<file path="config.mk">
export PLATFORM = sky130hd
export DESIGN_NAME = fecc_capture
export DESIGN_NICKNAME = d
export VERILOG_FILES = /design/src/rtl/fecc_pkg.sv /design/src/rtl/fecc_syndrome.sv /design/src/rtl/fecc_fix.sv /design/src/rtl/fecc_status.sv /design/src/rtl/fecc_capture.sv
export SDC_FILE = /design/constraint.sdc
export NUM_CORES = 1
export LEC_CHECK = 0
export CAP_MARGIN = 20
export CORE_MARGIN = 3
export CORE_UTILIZATION = 40
export CTS_CLUSTER_SIZE = 30
export DETAILED_ROUTE_END_ITERATION = 6
export DONT_BUFFER_PORTS = 1
export PLACE_DENSITY_LB_ADDON = 0.05
export SLEW_MARGIN = 30
export SYNTH_ARGS = -nofsm -noshare
export SYNTH_HDL_FRONTEND = slang
export SYNTH_HIERARCHICAL = 1
export SYNTH_SLANG_ARGS = --single-unit
</file>
<file path="constraint.sdc">
create_clock -name clk -period 3.8 [get_ports clk]
set_input_delay 0.76 -clock clk [delete_from_list [all_inputs] [get_ports clk]]
set_output_delay 0.76 -clock clk [all_outputs]
set_load 0.03 [all_outputs]
</file>
<file path="src/rtl/fecc_pkg.sv">
package fecc_pkg;

   typedef enum logic [1:0] {
      EC_NONE   = 2'd0,
      EC_SINGLE = 2'd1,
      EC_DOUBLE = 2'd2
   } ecc_class_e;

   localparam int CSR_CLR_CORR = 0;
   localparam int CSR_CLR_DET  = 1;
   localparam int CSR_IRQ_EN   = 2;
   localparam int CSR_W        = 3;

   // number of Hamming check bits needed for dw data bits
   function automatic int ham_bits(input int dw);
      int p;
      p = 1;
      while ((1 << p) < dw + p + 1) p++;
      return p;
   endfunction

   // code position of data bit i: the i-th non-power-of-two from 3 up
   function automatic int data_pos(input int i);
      int n;
      n = 0;
      for (int p = 3; p < 65536; p++) begin
         if ((p & (p - 1)) != 0) begin
            if (n == i) return p;
            n++;
         end
      end
      return 0;
   endfunction

endpackage

</file>
<file path="src/rtl/fecc_syndrome.sv">
module fecc_syndrome
   import fecc_pkg::*;
#(
   parameter int DATA_W = 64,
   localparam int HAM_W = ham_bits(DATA_W),
   localparam int CW_W  = DATA_W + HAM_W + 1
)(
   input  logic [CW_W-1:0]  raw_i,
   output logic [HAM_W-1:0] syn_o,
   output logic             par_err_o
);

   function automatic logic [DATA_W-1:0] ham_mask(input int j);
      logic [DATA_W-1:0] m;
      m = '0;
      for (int i = 0; i < DATA_W; i++)
         if (((data_pos(i) >> j) & 1) != 0) m[i] = 1'b1;
      return m;
   endfunction

   for (genvar j = 0; j < HAM_W; j++) begin : g_syn
      localparam logic [DATA_W-1:0] MASK = ham_mask(j);
      assign syn_o[j] = (^(raw_i[DATA_W-1:0] & MASK)) ^ raw_i[DATA_W+j];
   end

   assign par_err_o = ^raw_i;

endmodule

</file>
<file path="src/rtl/fecc_fix.sv">
module fecc_fix
   import fecc_pkg::*;
#(
   parameter int DATA_W = 64,
   localparam int HAM_W = ham_bits(DATA_W)
)(
   input  logic [DATA_W-1:0] data_i,
   input  logic [HAM_W-1:0]  syn_i,
   input  logic              par_err_i,
   output logic [DATA_W-1:0] data_o,
   output ecc_class_e        cls_o
);

   logic [DATA_W-1:0] flip;

   for (genvar i = 0; i < DATA_W; i++) begin : g_flip
      localparam logic [HAM_W-1:0] POS = HAM_W'(data_pos(i));
      assign flip[i] = par_err_i && (syn_i == POS);
   end

   assign data_o = data_i ^ flip;

   always_comb begin
      if (par_err_i)          cls_o = EC_SINGLE;
      else if (syn_i != '0)   cls_o = EC_DOUBLE;
      else                    cls_o = EC_NONE;
   end

endmodule

</file>
<file path="src/rtl/fecc_status.sv">
module fecc_status
   import fecc_pkg::*;
#(
   parameter int ADDR_W = 21,
   parameter int DW_LSB = 3
)(
   input  logic              clk,
   input  logic              rst_n,
   input  logic              ev_valid,
   input  ecc_class_e        ev_cls,
   input  logic [ADDR_W-1:0] ev_addr,
   input  logic              ev_bank,
   input  logic              csr_wr,
   input  logic [CSR_W-1:0]  csr_wdata,
   output logic              corr_flag_o,
   output logic              det_flag_o,
   output logic [ADDR_W-1:0] cap_addr_o,
   output logic              cap_bank_o,
   output logic              irq_en_o,
   output logic              irq_o,
   output logic              nmi_o
);

   localparam logic [ADDR_W-1:0] LOW_MASK = ADDR_W'((1 << DW_LSB) - 1);

   logic set_corr, set_det, clr_corr, clr_det, may_capture;

   assign set_corr    = ev_valid && (ev_cls == EC_SINGLE);
   assign set_det     = ev_valid && (ev_cls == EC_DOUBLE);
   assign clr_corr    = csr_wr && csr_wdata[CSR_CLR_CORR];
   assign clr_det     = csr_wr && csr_wdata[CSR_CLR_DET];
   assign may_capture = (set_corr || set_det) && !corr_flag_o && !det_flag_o;

   always_ff @(posedge clk or negedge rst_n) begin
      if (!rst_n) begin
         corr_flag_o <= 1'b0;
         det_flag_o  <= 1'b0;
         cap_addr_o  <= '0;
         cap_bank_o  <= 1'b0;
         irq_en_o    <= 1'b0;
         nmi_o       <= 1'b0;
      end else begin
         corr_flag_o <= (corr_flag_o && !clr_corr) || set_corr;
         det_flag_o  <= (det_flag_o && !clr_det) || set_det;
         nmi_o       <= set_det;
         if (csr_wr) irq_en_o <= csr_wdata[CSR_IRQ_EN];
         if (may_capture) begin
            cap_addr_o <= ev_addr & ~LOW_MASK;
            cap_bank_o <= ev_bank;
         end
      end
   end

   assign irq_o = corr_flag_o && irq_en_o;

endmodule

</file>
<file path="src/rtl/fecc_capture.sv">
module fecc_capture
   import fecc_pkg::*;
#(
   parameter int DATA_W = 64,
   parameter int ADDR_W = 21,
   parameter int DW_LSB = 3,
   localparam int HAM_W = ham_bits(DATA_W),
   localparam int CW_W  = DATA_W + HAM_W + 1
)(
   input  logic              clk,
   input  logic              rst_n,
   input  logic              rd_valid,
   input  logic [ADDR_W-1:0] rd_addr,
   input  logic              rd_bank,
   input  logic [CW_W-1:0]   rd_word,
   input  logic              csr_wr,
   input  logic [CSR_W-1:0]  csr_wdata,
   output logic [DATA_W-1:0] rdata_o,
   output logic              rdata_valid_o,
   output logic              corr_flag_o,
   output logic              det_flag_o,
   output logic [ADDR_W-1:0] cap_addr_o,
   output logic              cap_bank_o,
   output logic              irq_en_o,
   output logic              irq_o,
   output logic              nmi_o
);

   if (DATA_W < 4) begin : g_bad_data
      $error("fecc_capture: DATA_W must be at least 4");
   end
   if (DW_LSB < 0 || DW_LSB >= ADDR_W) begin : g_bad_lsb
      $error("fecc_capture: DW_LSB must lie inside ADDR_W");
   end

   logic [HAM_W-1:0]  syn;
   logic              par_err;
   logic [DATA_W-1:0] fixed;
   ecc_class_e        cls;

   fecc_syndrome #(.DATA_W(DATA_W)) u_syn (
      .raw_i     (rd_word),
      .syn_o     (syn),
      .par_err_o (par_err)
   );

   fecc_fix #(.DATA_W(DATA_W)) u_fix (
      .data_i    (rd_word[DATA_W-1:0]),
      .syn_i     (syn),
      .par_err_i (par_err),
      .data_o    (fixed),
      .cls_o     (cls)
   );

   fecc_status #(.ADDR_W(ADDR_W), .DW_LSB(DW_LSB)) u_stat (
      .clk         (clk),
      .rst_n       (rst_n),
      .ev_valid    (rd_valid),
      .ev_cls      (cls),
      .ev_addr     (rd_addr),
      .ev_bank     (rd_bank),
      .csr_wr      (csr_wr),
      .csr_wdata   (csr_wdata),
      .corr_flag_o (corr_flag_o),
      .det_flag_o  (det_flag_o),
      .cap_addr_o  (cap_addr_o),
      .cap_bank_o  (cap_bank_o),
      .irq_en_o    (irq_en_o),
      .irq_o       (irq_o),
      .nmi_o       (nmi_o)
   );

   always_ff @(posedge clk or negedge rst_n) begin
      if (!rst_n) begin
         rdata_o       <= '0;
         rdata_valid_o <= 1'b0;
      end else begin
         rdata_valid_o <= rd_valid;
         if (rd_valid) rdata_o <= fixed;
      end
   end

endmodule

</file>
# Word level (Yosys, flattened, before mapping)
# Cells that the tools add are included.
[op_classes]
n_eq_ne = 66
n_mux = 2
n_bitwise = 8
reduce_logical = 89
[ops]
columns = ["op", "n"]
rows = [
  ["64-bit XOR reduction", 7],
  ["7-bit by 6-bit equality test with 1-bit output (second input constant)", 31],
  ["7-bit by 5-bit equality test with 1-bit output (second input constant)", 15],
  ["1-bit logical AND", 73],
  ["72-bit XOR reduction", 1],
  ["64-bit XOR", 1],
  ["7-bit by 4-bit equality test with 1-bit output (second input constant)", 7],
  ["7-bit equality test (second input constant)", 7],
  ["7-bit by 3-bit equality test with 1-bit output (second input constant)", 3],
  ["7-bit by 2-bit equality test with 1-bit output (second input constant)", 1],
  ["7-bit nonzero test", 1],
  ["1-bit XOR", 7],
  ["1-bit zero test", 4],
  ["2-bit 2-to-1 mux", 2],
  ["1-bit logical OR", 3],
  ["2-bit by 1-bit equality test with 1-bit output (second input constant)", 1],
  ["2-bit equality test (second input constant)", 1],
]
[word_totals]
register_bits = 88
out_inout_bits = 92
wordCells = 173

# Logic depth before layout (Yosys ltp)
[depth]
word_depth = 10
mapped_depth = 12
depth_no_buf = 10

# Modules after synthesis
# The synthesis kept the hierarchy.
[modules_own_cells]
columns = ["module", "n_inst", "cells_per_inst", "area_each_um2"]
rows = [
  ["fecc_capture", 1, 136, 2703.8],
  ["fecc_syndrome", 1, 127, 1398.8],
  ["fecc_fix", 1, 165, 1129.8],
  ["fecc_status", 1, 59, 948.4],
]

# Worst setup path before layout
# No wires, ideal clock.
[synth_path]
kind = "input port to flip-flop"
from = "input rd_word[52]"
to = "register u_stat.cap_addr_o[10]"
arrival_ps = 3793
required_time_ps = 3675
setup_slack_ps = -118
cell_stages = 12
n_path_buf = 2
cell_sequence = "xnor3_4 > xnor2_1 > xnor2_1 > xnor3_1 > xnor2_1 > clkbuf_1 > nor4_1 > a21oi_1 > xor2_1 > nand3_4 > buf_6 > mux2_4"
[synth_between]
elab_chain_len = 10
[synth_lines]
columns = ["element", "line", "source"]
rows = [
  ["from (decl)", "fecc_capture.sv:15", "input logic [CW_W-1:0] rd_word,"],
  ["64-bit XOR reduction *", "fecc_syndrome.sv:23", "assign syn_o[j] = (^(raw_i[DATA_W-1:0] & MASK)) ^ raw_i[DATA_W+j];"],
  ["1-bit XOR *", "fecc_syndrome.sv:23", ""],
  ["named net syn[0]", "fecc_capture.sv:36", "logic [HAM_W-1:0] syn;"],
  ["7-bit nonzero test *", "fecc_fix.sv:25", "else if (syn_i != '0) cls_o = EC_DOUBLE;"],
  ["2-bit 2-to-1 mux *", "fecc_fix.sv:25", ""],
  ["2-bit 2-to-1 mux *", "fecc_fix.sv:24", "if (par_err_i) cls_o = EC_SINGLE;"],
  ["named net cls[1]", "fecc_capture.sv:39", "ecc_class_e cls;"],
  ["2-bit by 1-bit equality test with 1-bit output or 2-bit equality test (tied branches)", "fecc_status.sv:28, fecc_status.sv:29", ""],
  ["1-bit logical AND (on tied branches)", "fecc_status.sv:28, fecc_status.sv:29", ""],
  ["1-bit logical OR *", "fecc_status.sv:32", "assign may_capture = (set_corr || set_det) && !corr_flag_o && !det_flag_o;"],
  ["1-bit logical AND * (2 in series)", "fecc_status.sv:32", ""],
  ["to (signal assigned)", "fecc_status.sv:48", "cap_addr_o <= ev_addr & ~LOW_MASK;"],
  ["to (decl)", "fecc_status.sv:17", "output logic [ADDR_W-1:0] cap_addr_o,"],
]
# Mark *: on every way through the listed nets, which the timed path passes. The rest lies on a longest branch.
# A chain may end at the register's enable or synchronous reset.

# Final worst setup path
[layout_path]
from = "input rd_word[35]"
to = "register u_stat.cap_addr_o[12]"
[layout_lines]
columns = ["element", "line", "source"]
rows = [
  ["72-bit XOR reduction *", "fecc_syndrome.sv:26", "assign par_err_o = ^raw_i;"],
  ["named net par_err", "fecc_capture.sv:37", "logic par_err;"],
  ["2-bit 2-to-1 mux *", "fecc_fix.sv:24", ""],
  ["named net cls[1]", "fecc_capture.sv:39", ""],
  ["2-bit by 1-bit equality test with 1-bit output or 2-bit equality test (tied branches)", "fecc_status.sv:28, fecc_status.sv:29", ""],
  ["1-bit logical AND (on tied branches)", "fecc_status.sv:28, fecc_status.sv:29", ""],
  ["1-bit logical OR *", "fecc_status.sv:32", ""],
  ["1-bit logical AND * (2 in series)", "fecc_status.sv:32", ""],
]
# Marks and branches as above.

==> load_flow_metrics.sql <==
INSERT INTO impl_metrics (metric_group, metric, value, unit) VALUES
('logic_synthesis', 'synthesis.instances', '487', ''),
('sta', 'report.final.slew_viol_count', '0', ''),
('floorplan', 'coreArea', '14800', 'µm²'),
('logic_synthesis', 'postSynthAreaPerCell', '12.7', 'µm²'),
('placed_design', 'dpl-instance-area', '6500', 'µm²'),
('final_layout', 'final_area', '6810', 'µm²'),
('critical_path', 'timing.critical_path.arrival', '3.73', 'ns'),
('critical_path', 'timing.critical_path.to', 'u_stat/cap_addr_o[12]', ''),
('sta', 'grt_setup_unrepaired', 'no', ''),
('drt', 'routed_wirelength', '16.2', 'mm'),
('logic_synthesis', 'synth.area.top_cells', 'dfrtp_1 (36%), xnor2_1 (18%), mux2_4 (17%), xor2_1 (6.2%), xnor3_1 (4.7%)', ''),
('logic_synthesis', 'synth_area_leader_cell', 'dfrtp_1', ''),
('critical_path', 'critical_path.reg2reg.startpoint', 'u_stat/corr_flag_o', ''),
('clocking', 'clk_pin_slew', '0.07', 'ns'),
('sta', 'worst_hold_slack', '0.101', 'ns'),
('critical_path', 'worstPathMaxFanout', '19', ''),
('drt', 'routed_via_density', '5.10', ''),
('logic_synthesis', 'flop_and_latch_count_out_of_synthesis', '88', ''),
('run_status', 'outcome', 'finished, final reports clean', ''),
('sta', 'report.final.setup_viol', '0', ''),
('global_route', 'largest_net_degree_at_the_start_of_global_routing', '89', ''),
('power', 'total_power', '0.00692', 'W'),
('logic_synthesis', 'synth_async_sr_flop_share', '100', '%'),
('sta', 'timing.clock.skew', '0.00700', 'ns'),
('clocking', 'clk_root_buffer_cell', 'clkbuf_16', ''),
('critical_path', 'cp.required', '4.04', 'ns'),
('power', 'worst_ir_drop_vdd', '539', 'µV'),
('logic_synthesis', 'synth_cell_types', '36', ''),
('floorplan', 'placementRows', '44', ''),
('critical_path', 'crit_type', 'in -> reg', ''),
('critical_path', 'critPathLaunch', 'rd_word[35]', ''),
('placed_design', 'place_congestion', '0.800', ''),
('floorplan', 'dieArea', '17000', 'µm²'),
('floorplan', 'ios', '193', ''),
('logic_synthesis', 'synth_seq_area_share', '35.6', '%'),
('clocking', 'tritoncts', 'built', ''),
('sta', 'max_slew.worst_pin.slew', '0.703', 'ns'),
('clocking', 'hold_buffers', '0', ''),
('logic_synthesis', 'yosys-top-cells-count', 'xnor2_1 (127), dfrtp_1 (88), mux2_4 (70), nand2_1 (47), xor2_1 (44)', ''),
('clocking', 'numCtsBuffers', '9', ''),
('drt', 'post_drt_wl_per_cell', '23.0', 'µm'),
('critical_path', 'timing.reg2reg.setup_slack', '2.35', 'ns'),
('final_layout', 'area_growth', '10.2', '%'),
('placed_design', 'detailed_place_hpwl', '12.7', 'mm'),
('placed_design', 'port_buffers', '0', ''),
('sta', 'max_freq', '286', 'MHz'),
('final_layout', 'layout.nets', '616', ''),
('logic_synthesis', 'ys_dominant_reg_cell', 'dfrtp_1', ''),
('job', 'timing.max_cap.violations', '0', ''),
('floorplan', 'die_height', '130', 'µm'),
('floorplan', 'die_width', '130', 'µm'),
('global_route', 'via_count_of_the_first_global_routing_pass', '3850', ''),
('critical_path', 'critical_path.reg2reg.endpoint', 'u_stat/cap_addr_o[12]', ''),
('drt', 'routed-via-count', '3591', ''),
('critical_path', 'r2r_cells', '4', ''),
('drt', 'antenna_left', '0', ''),
('logic_synthesis', 'yosysMostFrequentCell', 'xnor2_1', ''),
('sta', 'finalCritPeriodShare', '91.9', '%'),
('drt', 'drt-pass1-iter-count', '4', ''),
('final_layout', 'fill_cells', '1360', ''),
('global_route', 'globalRoute.totalOverflow', '0', ''),
('clocking', 'tritoncts_num_sinks', '88', ''),
('final_layout', 'drive_above_1_share', '29.8', '%'),
('logic_synthesis', 'synth_edf_count', '0', ''),
('power', 'power_density', '1020', 'nW/µm²'),
('critical_path', 'crit_path_end_kind', 'flip-flop', ''),
('floorplan', 'start_util', '41.7', '%'),
('logic_synthesis', 'synth_warnings', '6', ''),
('clocking', 'insertion_delay', '0.35', 'ns'),
('clocking', 'maximum_clock_path_buffer_count', '2', ''),
('drt', 'drtIter0Drc', '128', '');
[state kept, by name, indices dropped and copies added (netlist names)]
name and flops:
rdata_o 64, rdata_valid_o 1, u_stat/cap_addr_o 18, u_stat/cap_bank_o 1, u_stat/corr_flag_o 1, u_stat/det_flag_o 1
u_stat/irq_en_o 1, u_stat/nmi_o 1
[cells by family (layout without fill, tap and decap cells)]
logic type / Yosys count / count (layout) / synth area share, %
multiplexers: 84 / 84 / 19.6
XOR/XNOR: 192 / 192 / 31.8
flip-flops: 88 / 88 / 35.6
AND/OR/NAND/NOR: 98 / 98 / 9.15
buffers and inverters: 21 / 52 / 3.48
AO/OA/AOI/OAI: 3 / 3 / 0.283
other: 1 / 3 / 0.0607
[what timing repair did]
| item | 4_1_cts | 5_1_grt |
|---|---|---|
| gates resized for setup | 0 | 1 |
| endpoints found under the setup margin | 0 | 3 |
| hold endpoints to repair | 0 | 0 |
[per-layer routing]
layer,GRT usage [%],part of all wire [%]
met5,0,0
met4,5.32,1.3
met3,7.74,9.2
met2,29.4,46
met1,25.0,43
[through the flow]
| step | setup WS, ns | std cells | util, % |
|---|---|---|---|
| CTS | 0.190 | 704 | 45.9 |
| global placement | -0.187 | 688 | 43.9 |
| detailed placement | -0.175 | 688 | 43.9 |
| global route | 0.140 | 704 | 46.0 |
| floorplan | 0.0188 | 489 | - |
| finish | 0.309 | 704 | 46.0 |
[worst min-delay path by stage]
stage / startpoint / depth (start not counted) / end
after floorplan: rst_n / 0 / rdata_o[0]
after global placement: rst_n / 0 / rdata_o[34]
after detailed placement: rst_n / 0 / rdata_o[32]
after CTS: rst_n / 0 / rdata_o[34]
after global routing: rst_n / 0 / rdata_o[41]
final: rst_n / 0 / rdata_o[32]
[placed cells by master, fill, tap and decap left out, types with 3 or more instances in the layout]
cell,count
nand2_1,47
buf_4,35
mux2_2,14
nor4b_2,3
xnor2_1,126
xnor3_1,13
clkbuf_16,9
xor2_1,44
xnor3_2,3
nor2_1,21
nand4b_1,5
dfrtp_1,88
mux2_4,70
conb_1,3
xnor2_2,3
and4bb_2,7
[critical path, cell delays in order]
cell	delay [ns]
xnor3_1	0.37
xnor3_2	0.26
xnor3_2	0.46
xnor3_1	0.40
xnor3_1	0.32
a21oi_1	0.30
xor2_1	0.26
nand3_4	0.10
buf_12	0.17
mux2_4	0.30
[power by group]
group | internal [W] | total (W) | switching (W)
Combinational | 0.00212 | 0.00405 | 0.00192
Sequential | 0.00122 | 0.00195 | 0.000734
Clock | 0.000521 | 0.000925 | 0.000404
Total | 0.00386 | 0.00692 | 0.00306
[layout make-up]
| cell class | count | area (µm²) | area share [%] |
|---|---|---|---|
| clock buffer | 10 | 229 | 3.36 |
| clock inverter | 6 | 75.1 | 1.10 |
| multi-input combinational | 380 | 3790 | 55.7 |
| sequential | 88 | 2200 | 32.3 |
| tap | 184 | 230 | 3.38 |
| timing repair buffer | 36 | 283 | 4.15 |
No activity file was read; power rests on OpenSTA's default activity.
